File: config.mk
export PLATFORM = sky130hd
export DESIGN_NAME = serial_reg_slave
export DESIGN_NICKNAME = d
export VERILOG_FILES = /design/src/rtl/srs_pkg.sv /design/src/rtl/srs_sync.sv /design/src/rtl/srs_frame_ctl.sv /design/src/rtl/srs_reg_bank.sv /design/src/rtl/serial_reg_slave.sv
export SDC_FILE = /design/constraint.sdc
export NUM_CORES = 1
export LEC_CHECK = 0
export CAP_MARGIN = 25
export CORE_ASPECT_RATIO = 1.5
export CORE_UTILIZATION = 25
export DETAILED_ROUTE_END_ITERATION = 7
export SYNTH_ARGS = -nofsm -noshare
export SYNTH_HDL_FRONTEND = slang
export SYNTH_SLANG_ARGS = --single-unit
export TNS_END_PERCENT = 10
File: constraint.sdc
create_clock -name clk -period 4.92 [get_ports clk]
set_clock_uncertainty 0.1 [all_clocks]
set_input_delay 0.738 -clock clk [delete_from_list [all_inputs] [get_ports clk]]
set_output_delay 0.738 -clock clk [all_outputs]
set_load 0.02 [all_outputs]
File: src/rtl/srs_pkg.sv
package srs_pkg;

    localparam int DEV_W   = 3;
    localparam int ADR_W   = 5;
    localparam int DAT_W   = 16;
    localparam int HDR_W   = DEV_W + 1 + ADR_W;
    localparam int FRAME_W = HDR_W + DAT_W;
    localparam int CNT_W   = $clog2((DAT_W > HDR_W) ? DAT_W : HDR_W);

    localparam logic [DEV_W-1:0] PHY_DEV_ID = 3'b101;

    typedef logic [DAT_W-1:0] word_t;
    typedef logic [ADR_W-1:0] radr_t;

    typedef struct packed {
        logic [DEV_W-1:0] dev;
        logic             rd;
        radr_t            adr;
    } hdr_t;

    typedef struct packed {
        logic  valid;
        radr_t adr;
        word_t data;
    } wr_req_t;

    typedef enum logic [1:0] {
        S_HDR  = 2'd0,
        S_DATA = 2'd1,
        S_FULL = 2'd2
    } frame_st_t;

    function automatic word_t shift_up(input word_t w);
        return {w[DAT_W-2:0], 1'b0};
    endfunction

endpackage

File: src/rtl/srs_sync.sv
module srs_sync #(
    parameter int               WIDTH   = 3,
    parameter int               STAGES  = 2,
    parameter logic [WIDTH-1:0] RST_VAL = '0
) (
    input  logic             clk,
    input  logic             rst,
    input  logic [WIDTH-1:0] d,
    output logic [WIDTH-1:0] q
);

    logic [WIDTH-1:0] chain [STAGES];

    for (genvar s = 0; s < STAGES; s++) begin : g_stage
        always_ff @(posedge clk) begin
            if (rst) begin
                chain[s] <= RST_VAL;
            end else if (s == 0) begin
                chain[s] <= d;
            end else begin
                chain[s] <= chain[(s == 0) ? 0 : s - 1];
            end
        end
    end

    assign q = chain[STAGES-1];

endmodule

File: src/rtl/srs_frame_ctl.sv
module srs_frame_ctl
    import srs_pkg::*;
#(
    parameter logic [DEV_W-1:0] DEV_ID = PHY_DEV_ID
) (
    input  logic    clk,
    input  logic    rst,
    input  logic    sclk_rise,
    input  logic    sclk_fall,
    input  logic    lat_lvl,
    input  logic    lat_rise,
    input  logic    sd_in,
    input  word_t   rd_word,
    output hdr_t    hdr_q,
    output wr_req_t wr_req,
    output logic    sd_o,
    output logic    sd_oe
);

    localparam logic [CNT_W-1:0] HDR_LAST = CNT_W'(HDR_W - 1);
    localparam logic [CNT_W-1:0] DAT_LAST = CNT_W'(DAT_W - 1);

    frame_st_t        state;
    logic [CNT_W-1:0] cnt;
    logic [HDR_W-1:0] hdr_sr;
    word_t            dat_sr;
    word_t            shadow;
    logic             rd_go;

    hdr_t  hdr_nxt;
    word_t dat_nxt;
    word_t src;

    assign hdr_nxt = hdr_t'({hdr_sr[HDR_W-2:0], sd_in});
    assign dat_nxt = {dat_sr[DAT_W-2:0], sd_in};
    assign src     = sd_oe ? shadow : rd_word;

    always_ff @(posedge clk) begin
        if (rst) begin
            state  <= S_HDR;
            cnt    <= '0;
            hdr_sr <= '0;
            hdr_q  <= '0;
            dat_sr <= '0;
            shadow <= '0;
            rd_go  <= 1'b0;
            sd_o   <= 1'b0;
            sd_oe  <= 1'b0;
            wr_req <= '0;
        end else begin
            wr_req.valid <= lat_rise && (state == S_FULL) &&
                            (hdr_q.dev == DEV_ID) && !hdr_q.rd;
            wr_req.adr   <= hdr_q.adr;
            wr_req.data  <= dat_sr;

            if (lat_lvl) begin
                state <= S_HDR;
                cnt   <= '0;
                rd_go <= 1'b0;
                sd_oe <= 1'b0;
            end else if (sclk_fall) begin
                case (state)
                    S_HDR: begin
                        hdr_sr <= hdr_nxt;
                        if (cnt == HDR_LAST) begin
                            hdr_q <= hdr_nxt;
                            rd_go <= (hdr_nxt.dev == DEV_ID) && hdr_nxt.rd;
                            cnt   <= '0;
                            state <= S_DATA;
                        end else begin
                            cnt <= cnt + 1'b1;
                        end
                    end
                    S_DATA: begin
                        dat_sr <= dat_nxt;
                        if (cnt == DAT_LAST) begin
                            cnt   <= '0;
                            sd_oe <= 1'b0;
                            state <= S_FULL;
                        end else begin
                            cnt <= cnt + 1'b1;
                        end
                    end
                    default: begin
                    end
                endcase
            end else if (sclk_rise && (state == S_DATA) && rd_go) begin
                sd_o   <= src[DAT_W-1];
                shadow <= shift_up(src);
                sd_oe  <= 1'b1;
            end
        end
    end

endmodule

File: src/rtl/srs_reg_bank.sv
module srs_reg_bank
    import srs_pkg::*;
#(
    parameter int NUM_REGS   = 32,
    parameter int STATUS_ADR = 31
) (
    input  logic                      clk,
    input  logic                      rst,
    input  wr_req_t                   wr_req,
    input  radr_t                     rd_adr,
    input  word_t                     status_in,
    output word_t                     rd_word,
    output logic [NUM_REGS*DAT_W-1:0] cfg_regs
);

    word_t slot [NUM_REGS];

    for (genvar i = 0; i < NUM_REGS; i++) begin : g_slot
        if (i == STATUS_ADR) begin : g_ro
            assign slot[i] = '0;
        end else begin : g_rw
            word_t q;
            always_ff @(posedge clk) begin
                if (rst) begin
                    q <= '0;
                end else if (wr_req.valid && (wr_req.adr == radr_t'(i))) begin
                    q <= wr_req.data;
                end
            end
            assign slot[i] = q;
        end
        assign cfg_regs[i*DAT_W +: DAT_W] = slot[i];
    end

    always_comb begin
        if (int'(rd_adr) == STATUS_ADR) begin
            rd_word = status_in;
        end else if (int'(rd_adr) < NUM_REGS) begin
            rd_word = slot[rd_adr];
        end else begin
            rd_word = '0;
        end
    end

endmodule

File: src/rtl/serial_reg_slave.sv
module serial_reg_slave
    import srs_pkg::*;
#(
    parameter int               NUM_REGS    = 32,
    parameter int               STATUS_ADR  = 31,
    parameter int               SYNC_STAGES = 2,
    parameter logic [DEV_W-1:0] DEV_ID      = PHY_DEV_ID
) (
    input  logic                      clk,
    input  logic                      rst,
    input  logic                      ser_clk,
    input  logic                      ser_latch,
    input  logic                      sd_i,
    output logic                      sd_o,
    output logic                      sd_oe,
    input  logic [DAT_W-1:0]          status_in,
    output logic [NUM_REGS*DAT_W-1:0] cfg_regs
);

    logic [2:0] pins_q;
    logic       sclk_lvl, lat_lvl, sd_lvl;
    logic       sclk_prev, lat_prev;
    logic       sclk_rise, sclk_fall, lat_rise;
    hdr_t       hdr_q;
    wr_req_t    wr_req;
    word_t      rd_word;

    srs_sync #(
        .WIDTH   (3),
        .STAGES  (SYNC_STAGES),
        .RST_VAL (3'b010)
    ) u_sync (
        .clk (clk),
        .rst (rst),
        .d   ({ser_clk, ser_latch, sd_i}),
        .q   (pins_q)
    );

    assign {sclk_lvl, lat_lvl, sd_lvl} = pins_q;

    always_ff @(posedge clk) begin
        if (rst) begin
            sclk_prev <= 1'b0;
            lat_prev  <= 1'b1;
        end else begin
            sclk_prev <= sclk_lvl;
            lat_prev  <= lat_lvl;
        end
    end

    assign sclk_rise = sclk_lvl & ~sclk_prev;
    assign sclk_fall = ~sclk_lvl & sclk_prev;
    assign lat_rise  = lat_lvl & ~lat_prev;

    srs_frame_ctl #(
        .DEV_ID (DEV_ID)
    ) u_frame (
        .clk       (clk),
        .rst       (rst),
        .sclk_rise (sclk_rise),
        .sclk_fall (sclk_fall),
        .lat_lvl   (lat_lvl),
        .lat_rise  (lat_rise),
        .sd_in     (sd_lvl),
        .rd_word   (rd_word),
        .hdr_q     (hdr_q),
        .wr_req    (wr_req),
        .sd_o      (sd_o),
        .sd_oe     (sd_oe)
    );

    srs_reg_bank #(
        .NUM_REGS   (NUM_REGS),
        .STATUS_ADR (STATUS_ADR)
    ) u_bank (
        .clk       (clk),
        .rst       (rst),
        .wr_req    (wr_req),
        .rd_adr    (hdr_q.adr),
        .status_in (status_in),
        .rd_word   (rd_word),
        .cfg_regs  (cfg_regs)
    );

endmodule

After elaboration in Yosys (flattened, before gate mapping). Memories as Yosys holds them, arrays and structs flattened. Cells that the tools add are included.

Flip-flop bits (word level): 577. Memory bits (writable): 6. Word-level logic and storage cells: 173. Memories kept: 1.

Memory list: u_sync.chain (words 2, width 3, rd ports 2, clocked after Yosys merged registers in 0, wr ports 2, line srs_sync.sv:12) `logic [WIDTH-1:0] chain [STAGES];`.

Add/sub/neg operators: 1. Order comparisons: 1. Equality and inequality tests: 41. Multiplexer cells: 20. Bitwise gates (word level): 11. Reductions and logical operators: 51.

Operators with widths (number): $bmux W16 S5 (1); $eq A5 B5 Y1 const B (15); $mux W16 (4); $eq A5 B4 Y1 const B (8); $logic_and A1 B1 Y1 (37); $eq A5 B3 Y1 const B (4); $reduce_and A3 Y1 (5); $eq A5 B1 Y1 const B (2); $eq A5 B2 Y1 const B (2); $eq A4 B4 Y1 const B (2); $mux W4 (2); $ne A2 B1 Y1 const B (4); $pmux W4 S2 (1); $reduce_and A4 Y1 (2); $mux W1 (7); $eq A3 B3 Y1 const B (2); $ge A6 B6 Y1 const B (1); $mux W3 (2); $not A5 Y6 (1); $logic_not A5 Y1 (1); $not A1 Y1 (5); $add A4 B1 Y4 const B (1); $mux W2 (2); $pmux W2 S2 (1); other kinds (9) (13).

Logic depth before layout (Yosys ltp).
Word-level depth: 6. Mapped depth: 9. Gate-level depth less buffers: 7.

Modules after synthesis. From an unflattened synthesis, not the netlist that was laid out.

Cell total of the unflattened synthesis: 2903. Area total of the unflattened synthesis: 25111.6 µm².

Modules (own cells, without submodules): srs_reg_bank (times used 1, cells an instance 2571, area an instance 22023.6 µm², seq. area each 9929.5 µm²); srs_frame_ctl (times used 1, cells an instance 313, area an instance 2859.0 µm², seq. area each 1581.5 µm²); srs_sync (times used 1, cells an instance 12, area an instance 157.7 µm², seq. area each 120.1 µm²); serial_reg_slave (times used 1, cells an instance 7, area an instance 71.3 µm², seq. area each 40.0 µm²).

Worst setup path after synthesis. OpenSTA, ideal clock, no wires.

Kind: register -> register. Start point: register, netlist name u_frame.hdr_q[2]. End point: register u_frame.shadow[14]. Arrival time: 1.796 ns. Setup slack: 2.893 ns. Cell stages (with the launch flop): 8. Buffers on the path: 3. Period minus slack after synthesis: 2.027 ns. Cell sequence: dfxtp_1 buf_4 buf_4 clkbuf_1 mux4_2 mux2_2 a211oi_1 o22ai_1.

Longest elaborated chain between the ends: 6.

RTL lines: $not A5 Y6 (not written as such) (line srs_reg_bank.sv:39) `rd_word = slot[rd_adr];`; $bmux W16 S5 (line srs_reg_bank.sv:39); $mux W16 (not written as such) (2 in a row) (line srs_reg_bank.sv:39); $mux W16 * (line srs_reg_bank.sv:36) `if (int'(rd_adr) == STATUS_ADR) begin`; $mux W16 * (line srs_frame_ctl.sv:36) `assign src = sd_oe ? shadow : rd_word;`; to (signal assigned) (line srs_frame_ctl.sv:89) `shadow <= shift_up(src);`; to (decl) (line srs_frame_ctl.sv:27) `word_t shadow;`.

Mark *: on every way between the ends. The rest lies on a longest branch, timed or not. The select of a mux whose other input is x is not followed. A chain may end at the register's enable or synchronous reset.

Final worst setup path.
Start point: register u_frame.sd_oe. End point: output port sd_oe.

RTL lines: from (decl) (line srs_frame_ctl.sv:17) `output logic sd_oe`; from (signal assigned) (line srs_frame_ctl.sv:48) `sd_oe <= 1'b0;`; from (signal assigned) (line srs_frame_ctl.sv:60) `sd_oe <= 1'b0;`; from (signal assigned) (line srs_frame_ctl.sv:78) `sd_oe <= 1'b0;`; to (decl) (line serial_reg_slave.sv:15) `output logic sd_oe,`.

No word-level cell between the ends.

==> results.py <==
metrics = {
    "outcome": {
        "outcome": "complete, no violations",
    },
    "critical_path": {
        "cp-end-kind": "output pin",
        "worstPathCellList": "clkdlybuf4s50_1",
        "cpPeakStageDelay_ps": 870,
        "critPathMaxFanout": 16,
        "cp_data_required_time_ps": 4080,
        "arrival_ps": 2290,
        "path_class": "reg2out",
        "slowest_stage": "clkdlybuf4s50_1",
        "worst_setup_path_start_kind": "flip-flop",
        "crit_family": "buffers and inverters",
        "path_buf_inv": 1,
        "reg2reg_setup_slack_ps": 1850,
    },
    "flow_run": {
        "cap_violations": 0,
    },
    "clock_network": {
        "cts-root-buf": "clkbuf_16",
        "holdBufCountCts": 0,
        "cts_setup_buffers": 0,
        "cts-buffers-inserted": 60,
        "cts_buffer_depth": 3,
        "clock-sinks": 583,
        "cts_resized": 0,
        "cts_tree": "yes",
        "worst_setup_hold_path_clk_slew_ps": 70,
        "clk_latency_ps": 660,
        "h-tree-depth": 2,
    },
    "yosys": {
        "synth-xor-area-share": 0.0003501,
        "yosys_register_bits": 583,
        "synth_area_um2": 25020,
        "synth_compound_area_frac": 0.1271,
        "synth_top_area_share": 0.4665,
        "synthCells": 2846,
        "synthArstFlopShare": 0,
        "synthTopCellsByArea": "dfxtp_1, nand2_1, mux2i_1",
        "synth.most_common_cell": "nand2_1",
        "yosysWarnings": 0,
        "synth_commonest_cells": "nand2_1, dfxtp_1, a21oi_1",
        "ys.flop_type": "dfxtp_1",
        "synth.avg_cell_area_um2": 8.791,
        "synth_top_area_cell": "dfxtp_1",
        "synthMuxAreaShare": 0.1748,
        "yosys.area_share.simple": 0.1792,
        "synth_cell_types": 60,
        "synth_top_family_by_area": "simple AND/OR/NAND/NOR gates",
        "synth_edf_count": 0,
        "synth_fa_ha_area_frac": 0.001000,
        "yosysSeqAreaShare": 0.4665,
    },
    "sta": {
        "fmax_ghz": 0.3202,
        "hold_viol_final": 0,
        "finalCritPeriodShare": 0.6349,
        "rsz0062_at_grt": "no",
        "setup_ws_ps": 1796,
        "tns_ps": 0,
        "min_period_ps": 3124,
        "worstMarginPinSlew_ps": 1100,
        "max-slew-margin-rel": 0.2667,
        "finalSetupViolations": 0,
        "report.final.slew_viol_count": 0,
    },
    "cells_and_area": {
        "nNetsFinal": 3269,
        "register_area_um2": 11700,
        "fin_area_um2": 33580,
        "multi_input_area_um2": 12180,
        "drive_gt1_frac": 0.09857,
        "fin_util": 0.3399,
        "area_delta_synth_final_pct": 34.24,
        "fillers": 10130,
    },
    "placement": {
        "place_area_um2": 31320,
        "port-buffer-count": 518,
        "gp_congestion": 0.8870,
        "dp_slack_ps": 1831,
        "dp.final_hpwl_um": 87860,
    },
    "drt": {
        "via_per_inst": 5.114,
        "first_iter_violations": 2201,
        "first_pass_iters": 6,
        "wire_per_inst_um": 26.53,
        "via_count": 23480,
        "ant_nets": 0,
        "drt-total-wl_um": 121800,
        "drcViolationCount": 0,
    },
    "floorplanning": {
        "core_um2": 98790,
        "fp.dieH_um": 389.4,
        "row_count": 141,
        "die_w_um": 260.3,
        "ios": 535,
        "dieArea_um2": 101400,
        "start_util": 0.2532,
    },
    "grt": {
        "grt_max_degree": 158,
        "overflow": 0,
        "grt_pass1_vias": 22170,
        "antenna_found_initial": 7,
        "grt.total_usage": 0.2318,
        "grt_pass1_wl_um": 168900,
    },
    "power_and_ir_drop": {
        "power_density_nw_per_um2": 296.4,
        "p_leak_nw": 10.34,
        "ir_drop_mv": 0.2690,
    },
    "worst_hold_path": {
        "hold_path.class": "reg2reg",
    },
}
[sequential cells by signal (all words and copies together), names as in the netlist, 2 cells and up]
signal                flops
u_frame.cnt               4
u_sync.chain              6
u_frame.hdr_q             9
u_frame.wr_req           22
u_frame.state             2
u_bank.g_slot.g_rw.q    496
u_frame.shadow           15
u_frame.hdr_sr            8
u_frame.dat_sr           16
[worst register-to-register path, stage by stage (launching register included)]
cell     delay [ps]
dfxtp_4         860
buf_12          410
nand2_1         260
nor4_2          720
a221o_1         260
o21ai_0         190
o32ai_1         160
[placed cells by master (no fill, tap or decap), types with 6 or more instances in the layout]
cell type        synthesis  final
o221ai_1                26     26
nand2b_1                10     10
dfxtp_1                583    566
nor2_2                   7      9
conb_1                   1     16
nand2_1                765    764
o211a_1                  9      9
nor2b_1                 39     39
mux4_2                  93     93
inv_1                   22     22
buf_12                   0      7
and3_1                   9      9
o22ai_1                 12     12
clkinvlp_4               0     13
a22oi_1                 14     14
clkdlybuf4s50_1          0    517
nor3_1                  22     15
mux2_2                  14     14
o22a_1                   6      6
nor3_2                   0      6
bufinv_16                0     10
clkbuf_16                0     61
a21oi_1                395    395
o21ai_0                 66     66
nor2_1                 182    180
a221o_1                 12     12
clkinv_2                 0      8
dfxtp_2                  0     14
diode_2                  0      7
o32ai_1                  7      7
nand3_1                 19     19
clkbuf_8                 0      8
buf_4                   40     48
mux2i_1                212    212
[layout make-up]
| cell class | instances | share of cell area |
|---|---|---|
| multi-input cells | 1997 | 0.3627 |
| clock inverters | 39 | 0.01568 |
| well taps | 1287 | 0.04795 |
| repair buffers | 581 | 0.1729 |
| diodes | 7 | 0.0005216 |
| flip-flops and latches | 583 | 0.3484 |
| inverters | 23 | 0.002571 |
| clock buffers | 74 | 0.04929 |
[power breakdown]
| part | internal [mW] | switching [mW] | leakage, nW | total [mW] |
|---|---|---|---|---|
| combinational | 0.0216 | 0.0998 | 4.60 | 0.121 |
| clock | 2.94 | 2.17 | 1.03 | 5.11 |
| sequential | 4.72 | 0.00218 | 4.70 | 4.72 |
| total | 7.68 | 2.27 | 10.3 | 9.96 |
[routing by layer]
metal  GRT usage  wire length (um)
met1      0.2754             47010
met2      0.3866             57730
met3     0.05595             10120
met4      0.1152              6885
met5           0                37
[worst paths after layout]
path                                  startpoint                 end  cells after the start
worst min-delay path                    lat_prev  u_frame.wr_req[21]                      1
worst max register to register  u_frame.hdr_q[1]   u_frame.shadow[8]                      6
worst max-delay path               u_frame.sd_oe               sd_oe                      1
worst min register to register          lat_prev  u_frame.wr_req[21]                      1
[through the flow]
step                instances  total power [mW]  hold WS (ps)
floorplan                2861             4.915         273.2
global placement         4458             4.949         299.5
detailed placement       4466             4.948         306.5
CTS                      4579             10.03         311.4
global route             4584             10.20         310.3
finish                   4591             9.955         309.5
[cells by family (layout without fill, tap and decap cells)]
logic type,after synthesis,after routing
other cells,1,23
buf+inv,281,717
fa+ha+maj,2,2
xor+xnor,1,1
flops,583,583
mux,319,319
compound gates,564,564
simple gates,1095,1095
Power figures use the tool's default switching activity.
